<file path="config.mk">
export PLATFORM = sky130hd
export DESIGN_NAME = mdio_mgmt_master
export DESIGN_NICKNAME = d
export VERILOG_FILES = /design/src/rtl/mdio_pkg.sv /design/src/rtl/mdio_clkdiv.sv /design/src/rtl/mdio_frame_engine.sv /design/src/rtl/mdio_mgmt_master.sv
export SDC_FILE = /design/constraint.sdc
export NUM_CORES = 1
export LEC_CHECK = 0
export ABC_AREA = 1
export BUFFER_PORTS_ARGS = -buffer_cell sky130_fd_sc_hd__clkbuf_2
export CORE_AREA = 5 5 109 111
export CTS_CLUSTER_SIZE = 16
export DETAILED_ROUTE_END_ITERATION = 12
export DIE_AREA = 0 0 114 116
export HOLD_SLACK_MARGIN = 0.03
export PLACE_DENSITY = 0.78
export SLEW_MARGIN = 10
export SYNTH_ARGS = -nofsm -noshare
export SYNTH_HDL_FRONTEND = slang
export SYNTH_SLANG_ARGS = --single-unit
</file>
<file path="constraint.sdc">
create_clock -name clk -period 2 [get_ports clk]
set_clock_uncertainty 0.15 [all_clocks]
set_input_delay 0.5 -clock clk [delete_from_list [all_inputs] [get_ports clk]]
set_output_delay 0.5 -clock clk [all_outputs]
set_load 0.01 [all_outputs]
</file>
<file path="src/rtl/mdio_pkg.sv">
package mdio_pkg;

    // frame geometry, in MDC periods
    localparam int PRE_BITS   = 32;
    localparam int HDR_BITS   = 14;
    localparam int TA_BITS    = 2;
    localparam int DAT_BITS   = 16;
    localparam int FRAME_BITS = PRE_BITS + HDR_BITS + TA_BITS + DAT_BITS;
    localparam int SHIFT_BITS = FRAME_BITS - PRE_BITS;
    localparam int IDX_W      = $clog2(FRAME_BITS);

    // last bit index of each phase
    localparam int PRE_LAST  = PRE_BITS - 1;
    localparam int HDR_LAST  = PRE_LAST + HDR_BITS;
    localparam int TA_LAST   = HDR_LAST + TA_BITS;
    localparam int DAT_LAST  = FRAME_BITS - 1;

    // register offsets and command layout
    localparam int REG_W     = 32;
    localparam int OFS_CMD   = 'h00;
    localparam int OFS_ADDR  = 'h04;
    localparam int OFS_WDAT  = 'h08;
    localparam int OFS_RDAT  = 'h0C;
    localparam int OFS_STAT  = 'h10;
    localparam int GO_BIT    = 14;

    typedef struct packed {
        logic [1:0] ftype;   // 0 = clause 45, others = clause 22
        logic [1:0] op;
        logic [4:0] port;
        logic [4:0] dev;
    } cmd_t;

    typedef enum logic [2:0] {
        S_IDLE,
        S_PREAMBLE,
        S_HEADER,
        S_TURN,
        S_DATA
    } frame_state_t;

endpackage

</file>
<file path="src/rtl/mdio_clkdiv.sv">
module mdio_clkdiv #(
    parameter int DIV = 4
) (
    input  logic clk,
    input  logic rst_n,
    input  logic run_i,
    output logic mdc_o,
    output logic rise_o,
    output logic fall_o
);
    localparam int HALF = DIV / 2;
    localparam int CW   = (HALF > 1) ? $clog2(HALF) : 1;

    logic mdc_q;
    logic tick;

    generate
        if (HALF == 1) begin : g_direct
            assign tick = run_i;
        end else begin : g_count
            logic [CW-1:0] cnt;
            always_ff @(posedge clk or negedge rst_n) begin
                if (!rst_n)
                    cnt <= '0;
                else if (!run_i || cnt == CW'(HALF - 1))
                    cnt <= '0;
                else
                    cnt <= cnt + 1'b1;
            end
            assign tick = run_i && (cnt == CW'(HALF - 1));
        end
    endgenerate

    always_ff @(posedge clk or negedge rst_n) begin
        if (!rst_n)
            mdc_q <= 1'b0;
        else if (!run_i)
            mdc_q <= 1'b0;
        else if (tick)
            mdc_q <= ~mdc_q;
    end

    assign mdc_o  = mdc_q;
    assign rise_o = tick && !mdc_q;
    assign fall_o = tick && mdc_q;

    // MDC parks low once the engine stops
    p_mdc_parks_low_r4: assert property (@(posedge clk) disable iff (!rst_n)
        !run_i |=> !mdc_o);
    // a rising strobe leaves MDC high
    p_rise_lifts_mdc_r4: assert property (@(posedge clk) disable iff (!rst_n)
        rise_o |=> mdc_o);

endmodule

</file>
<file path="src/rtl/mdio_frame_engine.sv">
module mdio_frame_engine
    import mdio_pkg::*;
(
    input  logic        clk,
    input  logic        rst_n,
    input  logic        start_i,
    input  logic [1:0]  sc_i,
    input  logic [1:0]  op_i,
    input  logic [4:0]  port_i,
    input  logic [4:0]  dev_i,
    input  logic [15:0] data_i,
    input  logic        rise_i,
    input  logic        fall_i,
    input  logic        mdio_i,
    output logic        busy_o,
    output logic        done_o,
    output logic        rd_mode_o,
    output logic [15:0] rd_data_o,
    output logic        rd_fail_o,
    output logic        mdio_o,
    output logic        mdio_oe_o
);
    frame_state_t          state;
    logic [IDX_W-1:0]      idx;
    logic [SHIFT_BITS-1:0] tx_sr;
    logic [DAT_BITS-1:0]   rx_sr;
    logic                  rd_mode;
    logic                  ta_high;
    logic                  launch;

    assign launch = start_i && (state == S_IDLE);
    assign done_o = fall_i && (state == S_DATA) && (idx == IDX_W'(DAT_LAST));

    // state register, bit counter and shift registers
    always_ff @(posedge clk or negedge rst_n) begin
        if (!rst_n) begin
            state   <= S_IDLE;
            idx     <= '0;
            tx_sr   <= '0;
            rx_sr   <= '0;
            rd_mode <= 1'b0;
            ta_high <= 1'b0;
        end else if (launch) begin
            state   <= S_PREAMBLE;
            idx     <= '0;
            tx_sr   <= {sc_i, op_i, port_i, dev_i, 2'b10, data_i};
            rd_mode <= op_i[1];
            ta_high <= 1'b0;
        end else if (state != S_IDLE) begin
            if (rise_i) begin
                if (state == S_TURN && idx == IDX_W'(TA_LAST))
                    ta_high <= mdio_i;
                if (state == S_DATA)
                    rx_sr <= {rx_sr[DAT_BITS-2:0], mdio_i};
            end
            if (fall_i) begin
                idx <= idx + 1'b1;
                if (state != S_PREAMBLE)
                    tx_sr <= {tx_sr[SHIFT_BITS-2:0], 1'b0};
                unique case (state)
                    S_PREAMBLE: if (idx == IDX_W'(PRE_LAST)) state <= S_HEADER;
                    S_HEADER:   if (idx == IDX_W'(HDR_LAST)) state <= S_TURN;
                    S_TURN:     if (idx == IDX_W'(TA_LAST))  state <= S_DATA;
                    S_DATA:     if (idx == IDX_W'(DAT_LAST)) state <= S_IDLE;
                    default:    state <= S_IDLE;
                endcase
            end
        end
    end

    // pin outputs from state
    always_comb begin
        mdio_o    = 1'b1;
        mdio_oe_o = 1'b0;
        unique case (state)
            S_IDLE: begin
                mdio_o    = 1'b1;
                mdio_oe_o = 1'b0;
            end
            S_PREAMBLE: begin
                mdio_o    = 1'b1;
                mdio_oe_o = 1'b1;
            end
            S_HEADER: begin
                mdio_o    = tx_sr[SHIFT_BITS-1];
                mdio_oe_o = 1'b1;
            end
            S_TURN, S_DATA: begin
                mdio_o    = rd_mode ? 1'b1 : tx_sr[SHIFT_BITS-1];
                mdio_oe_o = !rd_mode;
            end
            default: begin
                mdio_o    = 1'b1;
                mdio_oe_o = 1'b0;
            end
        endcase
    end

    assign busy_o    = (state != S_IDLE);
    assign rd_mode_o = rd_mode;
    assign rd_data_o = rx_sr;
    assign rd_fail_o = ta_high;

    // checker: MDC rising edges since launch
    logic [IDX_W:0] rise_cnt;
    always_ff @(posedge clk or negedge rst_n) begin
        if (!rst_n)
            rise_cnt <= '0;
        else if (launch)
            rise_cnt <= '0;
        else if (rise_i)
            rise_cnt <= rise_cnt + 1'b1;
    end

    // a frame ends after exactly 64 rising MDC edges
    p_edge_count_r4: assert property (@(posedge clk) disable iff (!rst_n)
        done_o |-> (rise_cnt == (IDX_W+1)'(FRAME_BITS)));
    // the driven bit moves only with a falling MDC or a launch
    p_bit_on_fall_r5: assert property (@(posedge clk) disable iff (!rst_n)
        !$stable(mdio_o) |-> ($past(fall_i) || $past(start_i)));
    // pin released while idle
    p_idle_released_r7: assert property (@(posedge clk) disable iff (!rst_n)
        (state == S_IDLE) |-> !mdio_oe_o);
    // pin released during the data phase of a read
    p_read_released_r7: assert property (@(posedge clk) disable iff (!rst_n)
        (state == S_DATA && rd_mode) |-> !mdio_oe_o);

endmodule

</file>
<file path="src/rtl/mdio_mgmt_master.sv">
module mdio_mgmt_master
    import mdio_pkg::*;
#(
    parameter int AW  = 5,
    parameter int DIV = 4
) (
    input  logic          clk,
    input  logic          rst_n,
    input  logic          bus_wr,
    input  logic [AW-1:0] bus_addr,
    input  logic [31:0]   bus_wdata,
    output logic [31:0]   bus_rdata,
    output logic          mdc,
    output logic          mdio_o,
    output logic          mdio_oe,
    input  logic          mdio_i
);
    localparam int CMD_W = $bits(cmd_t);

    cmd_t        cmd_q;
    logic [15:0] addr_q;
    logic [15:0] wdat_q;
    logic [15:0] rdat_q;
    logic        fail_q;

    logic        busy;
    logic        eng_done;
    logic        eng_rd;
    logic [15:0] eng_rdata;
    logic        eng_fail;
    logic        rise_stb;
    logic        fall_stb;

    cmd_t        new_cmd;
    logic        cmd_wr;
    logic        launch;
    logic [1:0]  new_sc;
    logic [15:0] new_data;
    logic        unused_wdata_hi;

    assign new_cmd  = cmd_t'(bus_wdata[CMD_W-1:0]);
    assign cmd_wr   = bus_wr && (bus_addr == AW'(OFS_CMD)) && !busy;
    assign launch   = cmd_wr && bus_wdata[GO_BIT];
    assign new_sc   = (new_cmd.ftype == 2'b00) ? 2'b00 : 2'b01;
    assign new_data = (new_cmd.ftype == 2'b00 && new_cmd.op == 2'b00) ? addr_q : wdat_q;
    assign unused_wdata_hi = ^bus_wdata[31:16];

    always_ff @(posedge clk or negedge rst_n) begin
        if (!rst_n) begin
            cmd_q  <= '0;
            addr_q <= '0;
            wdat_q <= '0;
            rdat_q <= '0;
            fail_q <= 1'b0;
        end else begin
            if (cmd_wr)
                cmd_q <= new_cmd;
            if (bus_wr && bus_addr == AW'(OFS_ADDR))
                addr_q <= bus_wdata[15:0];
            if (bus_wr && bus_addr == AW'(OFS_WDAT))
                wdat_q <= bus_wdata[15:0];
            if (eng_done && eng_rd) begin
                rdat_q <= eng_rdata;
                fail_q <= eng_fail;
            end
        end
    end

    always_comb begin
        bus_rdata = '0;
        unique case (bus_addr)
            AW'(OFS_CMD):  bus_rdata = {{(REG_W-GO_BIT-1){1'b0}}, busy, cmd_q};
            AW'(OFS_ADDR): bus_rdata = {16'h0, addr_q};
            AW'(OFS_WDAT): bus_rdata = {16'h0, wdat_q};
            AW'(OFS_RDAT): bus_rdata = {16'h0, rdat_q};
            AW'(OFS_STAT): bus_rdata = {31'h0, fail_q};
            default:       bus_rdata = '0;
        endcase
    end

    mdio_clkdiv #(.DIV(DIV)) u_clkdiv (
        .clk    (clk),
        .rst_n  (rst_n),
        .run_i  (busy),
        .mdc_o  (mdc),
        .rise_o (rise_stb),
        .fall_o (fall_stb)
    );

    mdio_frame_engine u_engine (
        .clk       (clk),
        .rst_n     (rst_n),
        .start_i   (launch),
        .sc_i      (new_sc),
        .op_i      (new_cmd.op),
        .port_i    (new_cmd.port),
        .dev_i     (new_cmd.dev),
        .data_i    (new_data),
        .rise_i    (rise_stb),
        .fall_i    (fall_stb),
        .mdio_i    (mdio_i),
        .busy_o    (busy),
        .done_o    (eng_done),
        .rd_mode_o (eng_rd),
        .rd_data_o (eng_rdata),
        .rd_fail_o (eng_fail),
        .mdio_o    (mdio_o),
        .mdio_oe_o (mdio_oe)
    );

    // command fields frozen against writes during a frame
    p_cmd_locked_r3: assert property (@(posedge clk) disable iff (!rst_n)
        (busy && bus_wr && bus_addr == AW'(OFS_CMD)) |=> $stable(cmd_q));
    // the status flag moves only at the end of a read frame
    p_fail_on_read_r9: assert property (@(posedge clk) disable iff (!rst_n)
        !$stable(fail_q) |-> $past(eng_done && eng_rd));
    // read data moves only at the end of a read frame
    p_rdata_on_read_r8: assert property (@(posedge clk) disable iff (!rst_n)
        !$stable(rdat_q) |-> $past(eng_done && eng_rd));

endmodule

</file>
==> results.toml, run 1 <==
[sta]
slew_headroom = 0.575
final.period_utilization = 1.15
hold_violations = 0
period_needed_ns = 2.30
fin_hold_ws_ns = 0.0750
tns_ns = -3.44
tightest_slew_ns = 0.636
timing.fmax_ghz = 0.434
report.final.slew_viol_count = 0
setup_ws_ns = -0.303
rsz0062_at_grt = "true"
setup_violations = 18

[run_status]
violations = "setup timing"
outcome = "finished, violations left"

[floorplan]
io_pins = 76
design.core.area_sq_mm = 0.0107
dieArea_sq_mm = 0.0132
chipHeight_um = 116
fp-row-count = 38
dieWidth_um = 114
start_util = 0.564

[drt]
wirelength_mm = 14.6
ant_nets = 0
via_count = 5239
drt-pass1-iter-count = 6
drc = 0
wl_per_cell_um = 14.8
via_per_inst = 5.30
drtIter0Drc = 543

[clocking]
cts_tree = "built"
cts.clk_slew.worst_paths_ns = 0.05
clk_latency_ns = 0.52
cts.path.max_buffers = 2
cts_max_level = 4
cts_root_buf = "clkbuf_8"
cts_sinks = 124
numCtsBuffers = 17

[setup_path]
critical_path.max_stage_delay_ns = 0.46
r2r_start = "u_engine.state[0]"
start_kind = "register"
required_ns = 1.35
path_class = "register to output pin"
critical_path_arrival_ns = 1.65
crit_chain = "nor2_4 -> nand2_2 -> nand2_2 -> o21ai_2 -> or2_4 -> buf_6"
end_kind = "output pin"
critPathBufInv = 1
startpoint = "u_engine.state[0]"
crit_path_max_fanout = 4
cp_common_cell = "nand2_2"
r2r_slack_ns = 0.10
path_delay_family = "simple AND/OR/NAND/NOR gates"
cp_slowest_cell = "dfrtp_2"

[yosys]
ys_top_cells_by_area = "dfrtp_1 51%, nand2_1 14%, o21ai_0 6.9%"
seq_area_frac_synth = 0.514
avgSynthCellArea_sq_um = 7.85
ys_types = 29
syn_area_sq_mm = 0.00604
yosys_warnings = 0
synth_top_area_cell = "dfrtp_1"
synth_seq_cells = 124
synthCells = 769
synth_top_area_share = 0.514

[run]
maxCapViolCount = 0

[layout]
drive_gt1_frac = 0.177
seq_area_sq_mm = 0.00311
mostFrequentLayoutCells = "226 x nand2_1, 121 x dfrtp_1, 86 x nor2_1, 82 x o21ai_0, 70 x inv_1"
insertedDiodeCount = 0
syn2layout_area_growth_pct = 20.7
layout.nets = 882
utilization = 0.681
stdcell_count = 989
final_common_cell = "nand2_1"
fin_area_sq_mm = 0.00729
multi_input_area_sq_mm = 0.00245
fillCellCount = 818

[power_and_ir_drop]
power_mw = 6.66
irDropWorstVdd_mv = 0.645
leakage_nw = 3.66
powerDensity_mw_per_mm2 = 914

[global_route]
grt_pass1_vias = 5156
gr-total-overflow = 0
grtUsageTotal = 0.234
grt_pass1_wl_mm = 24.5
antenna_found_initial = 0
grt_max_degree = 47

[place]
place_ws_ns = -0.269
place.gp.congestion = 0.873
dp_hpwl_mm = 10.1
dpl.cell_count = 956
place_area_sq_mm = 0.00657
io_buffers = 43

[worst_hold_path]
hp-class = "input port to register"
holdCritStartpoint = "bus_wdata[15]"
-- metal layers --
layer	share of wire	vias up	track usage	wire length, um
met5	0	-	0	0
met4	0.014	0	0.0728	203
met3	0.063	25	0.0564	920
met2	0.48	206	0.375	6940
met1	0.45	2471	0.319	6530
li1	-	2537	-	-
-- repair_timing --
| action | CTS | global route |
|---|---|---|
| endpoints found under the setup margin | 18 | 40 |
| gates cloned | 0 | 0 |
| pin swaps | 4 | 4 |
| hold endpoints to repair | 106 | 0 |
| buffers inserted | 3 | 0 |
| gates resized for setup | 20 | 25 |
| hold buffers | 1 | 0 |
-- synthesized netlist by cell type (all sizes together) --
cell type  count
a21oi         15
dfrtp        124
nand2        237
nor4           1
clkbuf        12
buf           37
inv           77
nor2          95
ha             2
conb           1
xor2           1
or2            1
nand3         39
o21ai        103
nor3           2
nor3b          2
nand4         20
-- path summary, 6_finish.rpt --
| check | to | cells past startpoint |
|---|---|---|
| worst max register to register | u_engine.state[1] | 9 |
| worst min register to register | u_engine.tx_sr[22] | 2 |
| min in group asynchronous | u_engine.idx[1] | 2 |
| max in group asynchronous | cmd_q[8] | 3 |
| worst max-delay path | mdio_o | 6 |
| worst min-delay path | addr_q[15] | 3 |
-- logic make-up (layout without fill, tap and decap cells) --
family,after synthesis,count (layout),synth area share
compound gates,118,118,0.0978
xor+xnor,1,1,0.00145
fa+ha+maj,2,2,0.00415
buf+inv,126,191,0.0999
flops,124,124,0.514
other cells,1,16,0.000621
simple gates,397,397,0.282
-- state kept, by name, summed over array words and instances, names as in the netlist, 3 cells and up --
name / cells
wdat_q: 16
u_engine.tx_sr: 32
u_engine.rd_data_o: 16
rdat_q: 16
cmd_q: 14
u_engine.idx: 6
u_engine.state: 3
addr_q: 16
-- report_power, final --
group | switching [mW] | internal, mW | leakage [nW]
Sequential | 0.204 | 2.81 | 1.63
Clock | 1.05 | 1.97 | 0.279
Combinational | 0.374 | 0.251 | 1.75
-- area by class of cell --
class	instances	area share
clock buffer	22	0.0635
timing repair buffer	85	0.0919
inverter	77	0.0422
multi-input combinational	534	0.336
clock inverter	7	0.0158
sequential	124	0.426
tap	140	0.0240
-- tightest hold or removal path: stages --
cell and delay (ns):
clkbuf_2 0.08, inv_1 0.06, o21ai_1 0.07
No activity file was read; power rests on OpenSTA's default activity.
==> inputs of run 2 (changes only) <==
--- a/config.mk
+++ b/config.mk
@@ -13,6 +13,7 @@
 export DIE_AREA = 0 0 114 116
 export HOLD_SLACK_MARGIN = 0.03
 export PLACE_DENSITY = 0.78
+export SETUP_SLACK_MARGIN = 0.3
 export SLEW_MARGIN = 10
 export SYNTH_ARGS = -nofsm -noshare
 export SYNTH_HDL_FRONTEND = slang
==> run 2 against run 1 <==
  * The flow still finishes with violations (setup timing)
  * Final cell count grew 5.0%
  * Register-to-register slack lost 0.22 ns
  * Highest routed layer unchanged
  * Wire length increased by 82%
  * Cell area increased by 24%
  * Sequential cell count did not move
  * Non-clock buffer count increased by 43
  * Critical path type is now input port to output pin
  * First-iteration DRC count rose by 100%
  * Critical path depth up 3
  * Count of clock-buffer cells in the layout decreased by 2
==> results.toml, run 2 (same netlist as run 1, synthesis figures left out) <==
[run_status]
outcome = "finished, violations left"
violations = "setup timing"

[power_and_ir_drop]
power_mw = 7.58
irDropWorstVdd_mv = 0.772
powerDensity_mw_per_mm2 = 842
leakage_nw = 4.39

[setup_path]
path_class = "input port to output pin"
start_kind = "input port"
rr_endpoint = "rdat_q[13]"
cp_slowest_cell = "nor4_4"
critical_path_arrival_ns = 1.77
r2r_start = "u_engine.state[1]"
worstRegToRegCells = 9
required_ns = 1.35
r2r_slack_ns = -0.12
critical_path.max_stage_delay_ns = 0.25
end_kind = "output pin"
crit_path_max_fanout = 8
crit_chain = "clkbuf_16 -> inv_16 -> nand2_4 -> nor4_4 -> buf_4 -> clkbuf_16 -> nand2_4 -> nand4_1 -> buf_2"

[clocking]
clk_latency_ns = 0.54
cts_sinks = 124
cts_root_buf = "clkbuf_8"
cts.path.max_buffers = 2
numCtsBuffers = 17
cts_tree = "built"
cts_max_level = 4
cts.clk_slew.worst_paths_ns = 0.07

[global_route]
grt_pass1_wl_mm = 27.3
gr-total-overflow = 0
grtUsageTotal = 0.263
grt_max_degree = 64
antenna_found_initial = 0
grt_pass1_vias = 5550

[worst_hold_path]
hp-class = "input port to register"
holdCritStartpoint = "bus_wdata[15]"
holdPathStages = 3
hold_end = "addr_q[15]"

[floorplan]
io_pins = 76
design.core.area_sq_mm = 0.0107
dieWidth_um = 114
fp-row-count = 38
dieArea_sq_mm = 0.0132
start_util = 0.564
chipHeight_um = 116

[layout]
layout.nets = 928
mostFrequentLayoutCells = "182 x nand2_1, 121 x dfrtp_1, 67 x inv_1, 43 x nor2_1"
seq_area_sq_mm = 0.00311
largest_reg_flops = 32
final_common_cell = "nand2_1"
syn2layout_area_growth_pct = 49.2
multi_input_area_sq_mm = 0.00328
drive_gt1_frac = 0.385
fin_area_sq_mm = 0.00901
stdcell_count = 1038
fillCellCount = 446
insertedDiodeCount = 0
largest_register = "u_engine.tx_sr"

[sta]
setup_violations = 51
timing.fmax_ghz = 0.414
rsz0062_at_grt = "true"
fin_hold_ws_ns = 0.0612
period_needed_ns = 2.42
report.final.slew_viol_count = 0
final.period_utilization = 1.21
hold_violations = 0
setup_ws_ns = -0.418

[place]
place.gp.congestion = 0.815
dp_hpwl_mm = 9.88
place_area_sq_mm = 0.00656
dpl.cell_count = 947
io_buffers = 43

[drt]
top_layer_used = "met4"
wirelength_mm = 26.5
via_count = 6827
met1_length_mm = 8.50
drt-pass1-iter-count = 8
via_per_inst = 6.58
wl_met2_mm = 11.9
ant_nets = 0
dr_wl_met3_mm = 3.32
wl_per_cell_um = 25.5
drtIter0Drc = 1090
drc = 0

[run]
maxCapViolCount = 0
## run 2: changes by cell type in the layout (fill, tap and decap cells not counted), sizes merged
cell / delta
bufinv: +1
clkbuf: +4
buf: +37
clkinvlp: +1
inv: +3
nor2: +3
## run 2: metal layers
layer | vias up | GRT usage
li1 | 2653 | -
met1 | 3199 | 0.328
met2 | 694 | 0.433
met3 | 281 | 0.0653
met4 | 0 | 0.121
met5 | - | 0
## run 2: cell type report
class | count | share of cell area
Sequential cell | 124 | 0.345
Clock inverter | 12 | 0.0203
Inverter | 77 | 0.0353
Multi-Input combinational cell | 537 | 0.364
Timing Repair Buffer | 128 | 0.165
Clock buffer | 20 | 0.0506
Tap cell | 140 | 0.0194
## run 2: how the worst max path moves through the flow
stage | slack, ns | depth (start not counted) | end | start
after floorplan | -0.02 | 6 | bus_rdata[10] | bus_addr[4]
after global placement | -0.25 | 8 | bus_rdata[9] | bus_addr[4]
after detailed placement | -0.27 | 8 | bus_rdata[8] | bus_addr[4]
after CTS | -0.35 | 6 | mdio_o | u_engine.state[1]
after global routing | -0.41 | 9 | bus_rdata[4] | bus_addr[4]
final | -0.42 | 9 | bus_rdata[4] | bus_addr[4]
## run 2: power by group
group          leakage (nW)  internal [mW]  switching [mW]
logic                  2.47          0.374           0.574
clock network         0.305           2.14            1.31
registers              1.63           2.80           0.381
## run 2: through the flow
stage / setup TNS [ns] / setup WS [ns] / utilization
2_1_floorplan: -0.187 / -0.0208 / -
3_3_place_gp: -4.25 / -0.254 / 0.613
3_5_place_dp: -5.15 / -0.268 / 0.613
4_1_cts: -3.57 / -0.349 / 0.704
5_1_grt: -8.61 / -0.415 / 0.842
6_report: -8.22 / -0.418 / 0.842
## run 2: what timing repair did
item | CTS | global route
setup buffers | 15 | 21
resized for setup | 49 | 309
gates cloned | 3 | 19
hold buffers | 1 | 0
endpoints found under the setup margin | 57 | 109
hold endpoints to repair | 124 | 0
pin swaps | 13 | 43
## run 2: worst max-delay path, delay by kind of cell
| kind | cells | cell delay, ns |
|---|---|---|
| simple gates | 4 | 0.45 |
| buf+inv | 5 | 0.81 |
==> inputs of run 3 (changes only) <==
--- a/config.mk
+++ b/config.mk
@@ -7,12 +7,12 @@
 export LEC_CHECK = 0
 export ABC_AREA = 1
 export BUFFER_PORTS_ARGS = -buffer_cell sky130_fd_sc_hd__clkbuf_2
-export CORE_AREA = 5 5 109 111
+export CORE_AREA = 5 5 114 116
 export CTS_CLUSTER_SIZE = 16
 export DETAILED_ROUTE_END_ITERATION = 12
-export DIE_AREA = 0 0 114 116
+export DIE_AREA = 0 0 119 121
 export HOLD_SLACK_MARGIN = 0.03
-export PLACE_DENSITY = 0.78
+export PLACE_DENSITY = 0.75
 export SETUP_SLACK_MARGIN = 0.3
 export SLEW_MARGIN = 10
 export SYNTH_ARGS = -nofsm -noshare
==> constraint.sdc (replaced) <==
create_clock -name clk -period 2.1 [get_ports clk]
set_clock_uncertainty 0.15 [all_clocks]
set_input_delay 0.525 -clock clk [delete_from_list [all_inputs] [get_ports clk]]
set_output_delay 0.525 -clock clk [all_outputs]
set_load 0.01 [all_outputs]
==> run 3 against run 2 <==
  * Power shrank 16%
  * The flow still finishes with violations (setup timing)
  * Cell area fell by 15%
  * Sequential share of layout area up 6.1 points
  * Final cell count down 2.3%
  * Critical endpoint is now bus_rdata[11]
  * Critical path type unchanged
  * Sequential power shrank 9.7%
==> results.toml, run 3 (same netlist as run 1, synthesis figures left out) <==
[sta]
tns_ns = -2.13
slew_headroom = 0.590
final.period_utilization = 1.07
setup_violations = 18
tightest_slew_ns = 0.614
timing.fmax_ghz = 0.444
hold_violations = 0
setup_ws_ns = -0.151
report.final.slew_viol_count = 0
rsz0062_at_grt = "true"
period_needed_ns = 2.25

[run]
maxCapViolCount = 0

[floorplan]
fp-row-count = 40
io_pins = 76
design.core.area_sq_mm = 0.0118
dieWidth_um = 119
start_util = 0.511
chipHeight_um = 121
dieArea_sq_mm = 0.0144

[global_route]
grt_pass1_wl_mm = 24.0
grtUsageTotal = 0.209
grt_pass1_vias = 4835
gr-total-overflow = 0
grt_max_degree = 42
antenna_found_initial = 0

[setup_path]
worstRegToRegCells = 9
start_kind = "input port"
critical_path.max_stage_delay_ns = 0.30
critical_path_arrival_ns = 1.58
path_depth = 7
critPathBufInv = 4
path_class = "input port to output pin"
end_kind = "output pin"
crit_chain = "clkbuf_16 -> nor4_4 -> buf_4 -> buf_16 -> nand2_2 -> nand4_1 -> buf_2"
path_delay_family = "buffers and inverters"
crit_path_max_fanout = 8
cp_slowest_cell = "nor4_4"
required_ns = 1.42

[clocking]
cts_max_level = 4
cts_root_buf = "clkbuf_16"
cts_sinks = 124
numCtsBuffers = 17
cts_tree = "built"
clk_latency_ns = 0.42
cts.path.max_buffers = 2
cts.clk_slew.worst_paths_ns = 0.06

[drt]
via_count = 5304
drtIter0Drc = 498
via_per_inst = 5.23
drt-pass1-iter-count = 7
wirelength_mm = 15.2
wl_per_cell_um = 15.0
ant_nets = 0
drc = 0

[worst_hold_path]
holdPathStages = 3
hp-class = "input port to register"

[place]
place.gp.congestion = 0.822
place_ws_ns = -0.234
io_buffers = 43
dp_hpwl_mm = 9.47

[power_and_ir_drop]
p_sw_mw = 1.66
comb_power_share = 0.097
p_int_mw = 4.74
irDropWorstVdd_mv = 0.850
powerDensity_mw_per_mm2 = 838
pwr-share-seq = 0.450
power_mw = 6.41
clkPwrFrac = 0.453
sw_frac_of_total = 0.260
leakage_nw = 3.82

[layout]
insertedDiodeCount = 0
largest_reg_flops = 32
final_common_cell = "nand2_1"
drive_gt1_frac = 0.217
layout.nets = 898
mostFrequentLayoutCells = "212 x nand2_1, 122 x dfrtp_1, 86 x nor2_1, 75 x o21ai_0, 67 x inv_1"
syn2layout_area_growth_pct = 26.6
largest_register = "u_engine.tx_sr"
fillCellCount = 949

[run_status]
outcome = "finished, violations left"
violations = "setup timing"
## run 3: cell count changes in the layout (fill, tap and decap cells not counted), sizes merged
| cell | before | now |
|---|---|---|
| inv | 80 | 79 |
| bufinv | 4 | 2 |
| buf | 95 | 69 |
| clkbuf | 52 | 47 |
| clkinv | 2 | 5 |
## run 3: routing by layer
| layer | GRT usage | vias up | share of wire |
|---|---|---|---|
| met2 | 0.328 | 183 | 0.47 |
| met3 | 0.0601 | 31 | 0.060 |
| met4 | 0.0659 | 0 | 0.020 |
| met1 | 0.280 | 2508 | 0.44 |
| li1 | - | 2582 | - |
| met5 | 0 | - | 0 |
## run 3: worst register-to-register path, stage by stage (launching register included)
cell       delay [ns]
dfrtp_1          0.43
nor2_4           0.13
buf_6            0.13
nand3_2          0.07
nor2_4           0.21
buf_6            0.14
buf_4            0.12
clkbuf_16        0.17
nor2_1           0.06
a21oi_1          0.10
## run 3: cell type report
| class | instances | area (sq um) | area share |
|---|---|---|---|
| Sequential cell | 124 | 3110 | 0.406 |
| Clock inverter | 12 | 140 | 0.0183 |
| Multi-Input combinational cell | 537 | 2550 | 0.333 |
| Inverter | 77 | 305 | 0.0399 |
| Timing Repair Buffer | 98 | 908 | 0.119 |
| Tap cell | 147 | 184 | 0.0241 |
| Clock buffer | 19 | 453 | 0.0593 |
## run 3: final timing paths
kind / start / to / slack (ns)
worst max-delay path: bus_addr[2] / bus_rdata[11] / -0.15
worst min-delay path: bus_wdata[15] / addr_q[15] / 0.20
worst max register to register: u_engine.state[1] / cmd_q[2] / 0.32
worst min register to register: rdat_q[2] / rdat_q[2] / 0.33
max in group asynchronous: rst_n / addr_q[14] / 0.84
min in group asynchronous: rst_n / u_engine.rd_data_o[0] / 0.38
## run 3: metrics by stage
step / area, sq um / hold WS, ns / util / instances
floorplan: 6150 / 0.0794 / - / 784
global placement: 6560 / 0.269 / 0.556 / 956
detailed placement: 6560 / 0.264 / 0.556 / 956
CTS: 7390 / 0.192 / 0.626 / 999
global route: 7640 / 0.193 / 0.647 / 1014
finish: 7640 / 0.199 / 0.647 / 1014
## run 3: what timing repair did
item | CTS | global route
endpoints found under the setup margin | 35 | 70
gates cloned | 2 | 5
gates resized for setup | 35 | 44
hold buffers | 1 | 0
buffers inserted | 9 | 10
hold endpoints to repair | 14 | 0
pin swaps | 10 | 9
## run 3: power by group through the flow
stage,Sequential (mW),Clock (mW),Combinational [mW]
after floorplan,2.84,0,0.401
after global placement,2.89,0,0.552
after detailed placement,2.90,0,0.574
after CTS,2.87,2.93,0.599
after global routing,2.91,3.04,0.717
final,2.88,2.90,0.623
